[src/rtl/fir_mcm_pkg.sv]
package fir_mcm_pkg;

  // Products available from the shared shift-add network
  typedef enum logic [1:0] {
    PROD_X3  = 2'd0,
    PROD_X5  = 2'd1,
    PROD_X29 = 2'd2,
    PROD_X43 = 2'd3
  } prod_sel_e;

  localparam int NUM_PROD   = 4;
  localparam int NUM_TAPS   = 8;
  localparam int PROD_GROW  = 6;  // largest constant 43 < 2**6

  // Product used by tap k (tap 0 multiplies the newest sample)
  function automatic prod_sel_e tap_sel(input int k);
    case (k)
      0, 7:    return PROD_X3;
      1, 6:    return PROD_X5;
      2, 5:    return PROD_X29;
      default: return PROD_X43;
    endcase
  endfunction

  function automatic int prod_value(input prod_sel_e s);
    case (s)
      PROD_X3:  return 3;
      PROD_X5:  return 5;
      PROD_X29: return 29;
      default:  return 43;
    endcase
  endfunction

  function automatic int coef_abs_sum();
    int acc;
    acc = 0;
    for (int k = 0; k < NUM_TAPS; k++) acc += prod_value(tap_sel(k));
    return acc;
  endfunction

endpackage

[src/rtl/fir_mcm_shift_add.sv]
module fir_mcm_shift_add
  import fir_mcm_pkg::*;
#(
  parameter int DATA_W = 12,
  parameter int PROD_W = DATA_W + PROD_GROW
) (
  input  logic [DATA_W-1:0]                x_in,
  output logic [NUM_PROD-1:0][PROD_W-1:0]  prod_bus
);

  logic signed [PROD_W-1:0] x_ext;
  logic signed [PROD_W-1:0] t3;
  logic signed [PROD_W-1:0] t5;
  logic signed [PROD_W-1:0] t29;
  logic signed [PROD_W-1:0] t43;

  assign x_ext = {{(PROD_W-DATA_W){x_in[DATA_W-1]}}, x_in};

  // shared first-level terms
  assign t3  = x_ext + (x_ext <<< 1);
  assign t5  = x_ext + (x_ext <<< 2);
  // second level reuses both shared terms
  assign t29 = (t3 <<< 3) + t5;
  assign t43 = (t5 <<< 3) + t3;

  always_comb begin
    prod_bus           = '0;
    prod_bus[PROD_X3]  = t3;
    prod_bus[PROD_X5]  = t5;
    prod_bus[PROD_X29] = t29;
    prod_bus[PROD_X43] = t43;
  end

endmodule

[src/rtl/fir_tap_stage.sv]
module fir_tap_stage #(
  parameter int PROD_W = 18,
  parameter int ACC_W  = 20
) (
  input  logic              clk,
  input  logic              rst,
  input  logic              en,
  input  logic [PROD_W-1:0] prod,
  input  logic [ACC_W-1:0]  chain_in,
  output logic [ACC_W-1:0]  acc_q
);

  logic [ACC_W-1:0] prod_ext;

  assign prod_ext = {{(ACC_W-PROD_W){prod[PROD_W-1]}}, prod};

  always_ff @(posedge clk) begin
    if (rst)     acc_q <= '0;
    else if (en) acc_q <= prod_ext + chain_in;
  end

endmodule

[src/rtl/fir_mcm_transposed.sv]
module fir_mcm_transposed
  import fir_mcm_pkg::*;
#(
  parameter int DATA_W = 12,
  parameter int OUT_W  = DATA_W + $clog2(coef_abs_sum() + 1)
) (
  input  logic              clk,
  input  logic              rst,
  input  logic              in_valid,
  input  logic [DATA_W-1:0] in_sample,
  output logic              out_valid,
  output logic [OUT_W-1:0]  out_sample
);

  localparam int PROD_W = DATA_W + PROD_GROW;

  logic [NUM_PROD-1:0][PROD_W-1:0] prod_bus;
  logic [NUM_TAPS-1:0][OUT_W-1:0]  acc;
  logic [NUM_TAPS-1:0][OUT_W-1:0]  chain;

  fir_mcm_shift_add #(
    .DATA_W (DATA_W),
    .PROD_W (PROD_W)
  ) u_mcm (
    .x_in     (in_sample),
    .prod_bus (prod_bus)
  );

  for (genvar k = 0; k < NUM_TAPS; k++) begin : g_tap
    if (k == NUM_TAPS - 1) begin : g_end
      assign chain[k] = '0;
    end else begin : g_mid
      assign chain[k] = acc[k+1];
    end

    fir_tap_stage #(
      .PROD_W (PROD_W),
      .ACC_W  (OUT_W)
    ) u_stage (
      .clk      (clk),
      .rst      (rst),
      .en       (in_valid),
      .prod     (prod_bus[tap_sel(k)]),
      .chain_in (chain[k]),
      .acc_q    (acc[k])
    );
  end

  always_ff @(posedge clk) begin
    if (rst) out_valid <= 1'b0;
    else     out_valid <= in_valid;
  end

  assign out_sample = acc[0];

endmodule

[config.mk]
export PLATFORM = sky130hd
export DESIGN_NAME = fir_mcm_transposed
export DESIGN_NICKNAME = d
export VERILOG_FILES = /design/src/rtl/fir_mcm_pkg.sv /design/src/rtl/fir_mcm_shift_add.sv /design/src/rtl/fir_tap_stage.sv /design/src/rtl/fir_mcm_transposed.sv
export SDC_FILE = /design/constraint.sdc
export NUM_CORES = 1
export LEC_CHECK = 0
export ABC_AREA = 0
export BUFFER_PORTS_ARGS = -buffer_cell sky130_fd_sc_hd__buf_2
export CAP_MARGIN = 20
export CORE_UTILIZATION = 35
export CTS_BUF_LIST = sky130_fd_sc_hd__clkbuf_8
export CTS_CLUSTER_DIAMETER = 120
export DETAILED_ROUTE_END_ITERATION = 16
export HOLD_SLACK_MARGIN = 0.1
export PLACE_DENSITY = 0.58
export SYNTH_ARGS = -nofsm -noshare
export SYNTH_HDL_FRONTEND = slang
export SYNTH_SLANG_ARGS = --single-unit
[constraint.sdc]
create_clock -name clk -period 19.1 [get_ports clk]
set_clock_uncertainty 0.2 [all_clocks]
set_input_delay 2.865 -clock clk [delete_from_list [all_inputs] [get_ports clk]]
set_output_delay 2.865 -clock clk [all_outputs]
set_load 0.03 [all_outputs]
Word level (Yosys, flattened, before mapping)
Index checks and enable logic that the tools add are counted.
{ "op_classes": {"add_sub_neg": 11} }
{ "op_table": {"columns": ["operator", "n"], "rows": [
  ["adder 20 bit", 6],
  ["adder 17 x 15 -> 18 bit", 1],
  ["adder 18 x 14 -> 18 bit", 1],
  ["adder 15 x 14 -> 16 bit", 1],
  ["adder 12 x 14 -> 15 bit", 1],
  ["adder 12 x 13 -> 14 bit", 1]
]} }
{ "totals": {"regBits": 155, "input_bits": 15, "out_inout_bits": 21, "wordCells": 20} }

Depth between registers and ports, before layout
{ "depth": {"ltp_word": 3, "mapped_depth": 26, "depth_no_buf": 26} }

Hierarchy
From an unflattened synthesis, not the netlist that was laid out.
{ "hier_totals": {"cells_unflattened": 1901, "area_unflattened_um2": 15592.5} }
{ "modules_own_cells": {"columns": ["module", "instances", "cells_per_inst", "area_each_um2"], "rows": [
  ["fir_tap_stage at g_tap[0].u_stage ...", 4, 211, 1674.1],
  ["fir_tap_stage at g_tap[4].u_stage ...", 4, 192, 1630.3],
  ["fir_mcm_shift_add", 1, 286, 2337.2],
  ["fir_mcm_transposed", 1, 3, 37.5]
]} }

Worst setup path before layout
OpenSTA, ideal clock, no wires.
{ "synth_timing": {"path_kind": "input -> register", "from": "input port in_sample[0]", "to": "register g_tap[3].u_stage.acc_q[19]", "setup_time_ns": 0.122, "arrival_ns": 7.701, "path_slack_ns": 11.077, "stages": 21, "path_buffers": 0, "cell_sequence": "ha_1 fa_1 a211o_1 a2111o_1 o311ai_4 ha_1 a21oi_1 o21ai_0 a311oi_4 nor2_2 a221oi_2 o21ai_2 a21o_1 a21oi_2 xnor2_1 ha_1 a2111oi_0 a21oi_1 xnor2_1 and3_1 a311o_1"} }
{ "synth_between": {"elab_chain_cells": 3, "word_cells_on_any_way": 4, "cone_classes": "4 x add/sub"} }
{ "synth_lines": {"columns": ["item", "line_no", "rtl"], "rows": [
  ["start, declared", "fir_mcm_transposed.sv:10", "input logic [DATA_W-1:0] in_sample,"],
  ["adder 12 x 14 -> 15 bit or adder 12 x 13 -> 14 bit (tied branches)", "fir_mcm_shift_add.sv:21, fir_mcm_shift_add.sv:20", null],
  ["adder 18 x 14 -> 18 bit *", "fir_mcm_shift_add.sv:24", "assign t43 = (t5 <<< 3) + t3;"],
  ["adder 20 bit *", "fir_tap_stage.sv:19", "else if (en) acc_q <= prod_ext + chain_in;"],
  ["end signal, assigned", "fir_tap_stage.sv:19", null],
  ["end, declared", "fir_tap_stage.sv:10", "output logic [ACC_W-1:0] acc_q"]
]} }
Every way passes the cells marked *; elsewhere a longest branch is shown, timed or not.
A chain may end at the register's enable or synchronous reset.

Worst setup path after layout
{ "layout_timing": {"from": "input port in_sample[1]", "to": "register g_tap[3].u_stage.acc_q[19]"} }
Same word-level chain as after synthesis.

==> results.txt <==
----------------------------------------------------
[Placement]
  Post-Place Cells ... 2,017
  Port Buf Inserts ... 35
  Post-detailed-placement half-perimeter wirelength ... 23,900 µm
  Global placement routability congestion ... 0.858
  Post-Place Setup Slack ... 10.23 ns

[Route]
  Final WL ... between 30,000 and 40,000 µm
  Remaining design rule violation count ... 0
  Average detailed-routed wire length per instance ... 15.8 µm
  Iteration count of the initial detailed-routing pass ... 5
  Per-cell via count in the routed design ... between 5 and 6
  DRC marker count from the first detailed-route iteration ... 546
  Via count ... approximately 11,000
  Antenna Nets Post-Route ... 0

[Timing]
  Relative slew slack ... 0.320
  Setup repair after global routing missed its margin ... no
  Time the final worst path needs with I/O delays and setup ... 8.41 ns
  Final Worst Setup Slack ... ~11 ns
  Aggregate negative setup slack ... 0 ns
  Final worst hold slack ... around 0.27 ns
  Finish-stage setup viols ... 0
  Measured slew at the worst slew-check pin ... 1.02 ns
  Fmax ... between 0.1 and 0.15 GHz
  Hold Fails Final Rpt ... 0
  Ratio of final minimum period to clock period ... 0.440
  Number of max-slew violations in the final report ... 0

[Die]
  Die width ... 195 µm
  Effective utilization at floorplan ... 0.355
  Floorplan core area ... 36,500 µm²
  Die area ... 37,900 µm²
  Row Count ... 70
  Number of ports placed on the die boundary ... 36
  Chip height ... 195 µm

[Global route]
  Routing layer with the top usage in global route ... met2
  Met1 track demand over resource ... 0.242
  Wire length of the first global-routing pass ... 53,600 µm
  Maximum number of pins on one net before global-route repair ... 89
  Number of antenna violations at the first check in global routing ... 0
  Final global-route overflow total ... 0
  Overall Global Routing Usage ... 0.174
  Number of global-route vias before repair ... 10,300
  Met3 global-route usage ... 0.0246
  Global-route met2 utilization ... 0.283

[Critical path]
  Number of logic stages on the critical path including buffering ... 22
  Slowest library cell on the worst path ... fa_1
  Arr. time, crit path ... 8.58 ns
  Capturing element type of the critical path ... register
  Delay of the slowest cell on the worst path ... 0.42 ns
  CP delay by family, top ... compound AO/OA/AOI/OAI gates
  Cell chain of the critical path ... buf_2 > ha_1 > fa_1 > a211o_1 > a2111o_1 > o311ai_4 > ha_1 > a21oi_1 > o21ai_0 > a311oi_4 > nor2_2 > a221oi_2 > o21ai_2 > a21o_1 > a21oi_2 > xnor2_1 > ha_1 > a2111oi_0 > a21oi_1 > xnor2_1 > and3_1 > a311o_1
  Required time reported for the critical path endpoint ... 19.26 ns
  Logic depth of the worst register-to-register path ... 12
  Count of buffer and inverter cells on the critical path ... 1
  Category of the most critical setup path ... in -> reg
  Critical path fanouts, max ... 12
  Register-to-register path setup slack ... 14.77 ns
  Startpoint type of the worst setup path ... primary input
  Most common cell on crit path ... ha_1

[Status]
  Status ... complete, no violations

[Synth]
  Synthesized net count ... 1,778
  Biggest area consumer among synthesized cells ... dfxtp_1
  Number of distinct library cell variants in the gate-level netlist after synthesis ... 75
  Yosys top cell area share ... 0.233
  Count of flip-flops with a built-in enable after synthesis ... 0
  Top-count cell post-synth ... nor2_1
  Post-Synthesis Cell Area ... approximately 13,000 µm²
  Register bit total from synthesis ... ~150
  Sequential element share of the synthesized area ... 0.233
  Cell count after synthesis ... 1,571
  Post-Syn Area per Cell ... 8.26 µm²
  Most frequent cells after synthesis ... nor2_1 (212), ha_1 (181), dfxtp_1 (151)
  Largest cells by area after synthesis ... dfxtp_1 (23%), ha_1 (17%), xnor2_1 (6.5%)
  Number of warnings issued by yosys ... 0
  Share of flip-flops with an asynchronous set or reset ... 0
  Top_reg_cell synth ... dfxtp_1

[Clock network]
  Number of levels the H-tree was split into ... 4
  Clk Latency, worst-skew pair ... 0.48 ns
  CTS max path bufs ... 2
  CTS tree ... yes
  Quantity of gates resized following cts ... 0
  Clk pin slew, worst setup/hold paths ... 0.09 ns
  Total CTS buffers ... 17
  Clk root buf ... clkbuf_8
  Clock Sink Count ... 151
  Number of buffers inserted by post-CTS setup repair ... 0
  Count of hold-fix buffers inserted at cts ... 0

[Min path]
  Hold Crit Depth ... 2
  Min-delay worst type ... reg -> reg

[Cells and area]
  Final net count ... approximately 1,800
  Final-layout fill cell count ... ~3,800
  Final core utilization ... 0.381
  Final Instance Count excl. Fillers ... 2,049
  Ant. Diodes ... 0
  Area growth from synthesis to final layout ... 7.16%
  Area occupied by registers ... between 3000 and 4000 µm²
  Combined area of the multi-input logic cells ... roughly 9400 µm²
  Layout cell share with drive strength beyond 1 ... 0.0620

[Power and ir drop]
  Total power per unit cell area ... ~150 nW/µm²
  Worst IR drop on VDD ... 0.0000687 V
  Static power due to leakage ... 6.31 nW

[Flow run]
  Number of violations of the max-capacitance limit ... 0

----------------------------------------------------
==> flip-flops by register name, summed over array words and instances (netlist names) <==
| name | count |
|---|---|
| g_tap.u_stage.acc_q | 150 |
| out_valid | 1 |
==> worst register-to-register path, stage by stage (launching register included) <==
cell and delay, ns:
dfxtp_1 0.35, ha_1 0.30, a21o_1 0.19, a21o_1 0.22, a2111oi_0 0.86, o311ai_0 0.31, o41ai_1 0.70, o21ai_1 0.23
nand2_1 0.12, a21oi_1 0.08, xnor2_1 0.15, and3_1 0.18, a311o_1 0.31
==> layout by cell type (no fill, tap or decap), types with 10 or more instances in the layout <==
cell	instances
nand3_1	28
nand2b_1	14
xor2_1	35
and3_1	11
dfxtp_1	151
o21ai_0	82
nor2_1	212
a21o_1	43
a211oi_1	32
nor2b_1	28
a31oi_1	10
nor3_1	44
a21oi_1	118
inv_1	58
xnor2_1	97
mux2i_1	80
buf_2	33
o21bai_1	16
clkbuf_8	18
ha_1	181
o21a_1	23
nand2_1	88
fa_1	11
==> layout make-up <==
type	count	area share
Clock buffer	18	0.0178
Timing Repair Buffer	40	0.0159
Sequential cell	151	0.217
Clock inverter	14	0.0131
Multi-Input combinational cell	1299	0.678
Inverter	59	0.0159
Tap cell	468	0.0421
==> power by group <==
group	internal [W]	switching [W]	leakage (nW)	total, W
Sequential	0.000400	0.0000560	1.25	0.000456
Combinational	0.000597	0.000792	4.84	0.00139
Clock	0.000145	0.000135	0.217	0.000279
==> worst paths after layout <==
path,start,endpoint
max,in_sample[1],g_tap[3].u_stage.acc_q[19]$_SDFFE_PP0P_
min,g_tap[1].u_stage.acc_q[12]$_SDFFE_PP0P_,g_tap[1].u_stage.acc_q[12]$_SDFFE_PP0P_
max reg2reg,g_tap[5].u_stage.acc_q[1]$_SDFFE_PP0P_,g_tap[4].u_stage.acc_q[19]$_SDFFE_PP0P_
min reg2reg,g_tap[1].u_stage.acc_q[12]$_SDFFE_PP0P_,g_tap[1].u_stage.acc_q[12]$_SDFFE_PP0P_
==> metal layers <==
metal | wire, µm | share of wire
met1 | 16600 | 0.51
met3 | 833 | 0.026
met5 | 0 | 0
met2 | 14600 | 0.45
met4 | 427 | 0.013
==> cells by family (layout without fill, tap and decap cells) <==
logic type,after synthesis,after routing,synth area share
AND/OR/NAND/NOR,472,472,0.166
AO/OA/AOI/OAI,418,418,0.213
adder cells (fa/ha/maj),194,194,0.193
flip-flops,151,151,0.233
XOR/XNOR,134,134,0.0916
buffers and inverters,121,131,0.0408
multiplexers,81,81,0.0626
==> per-stage QoR <==
stage / power, W / cell area [µm²]
2_1_floorplan: 0.00156 / 13000
3_3_place_gp: 0.00182 / 13500
3_5_place_dp: 0.00184 / 13500
4_1_cts: 0.00213 / 13900
5_1_grt: 0.00233 / 13900
6_report: 0.00212 / 13900
(Power assumes the default switching activity.)
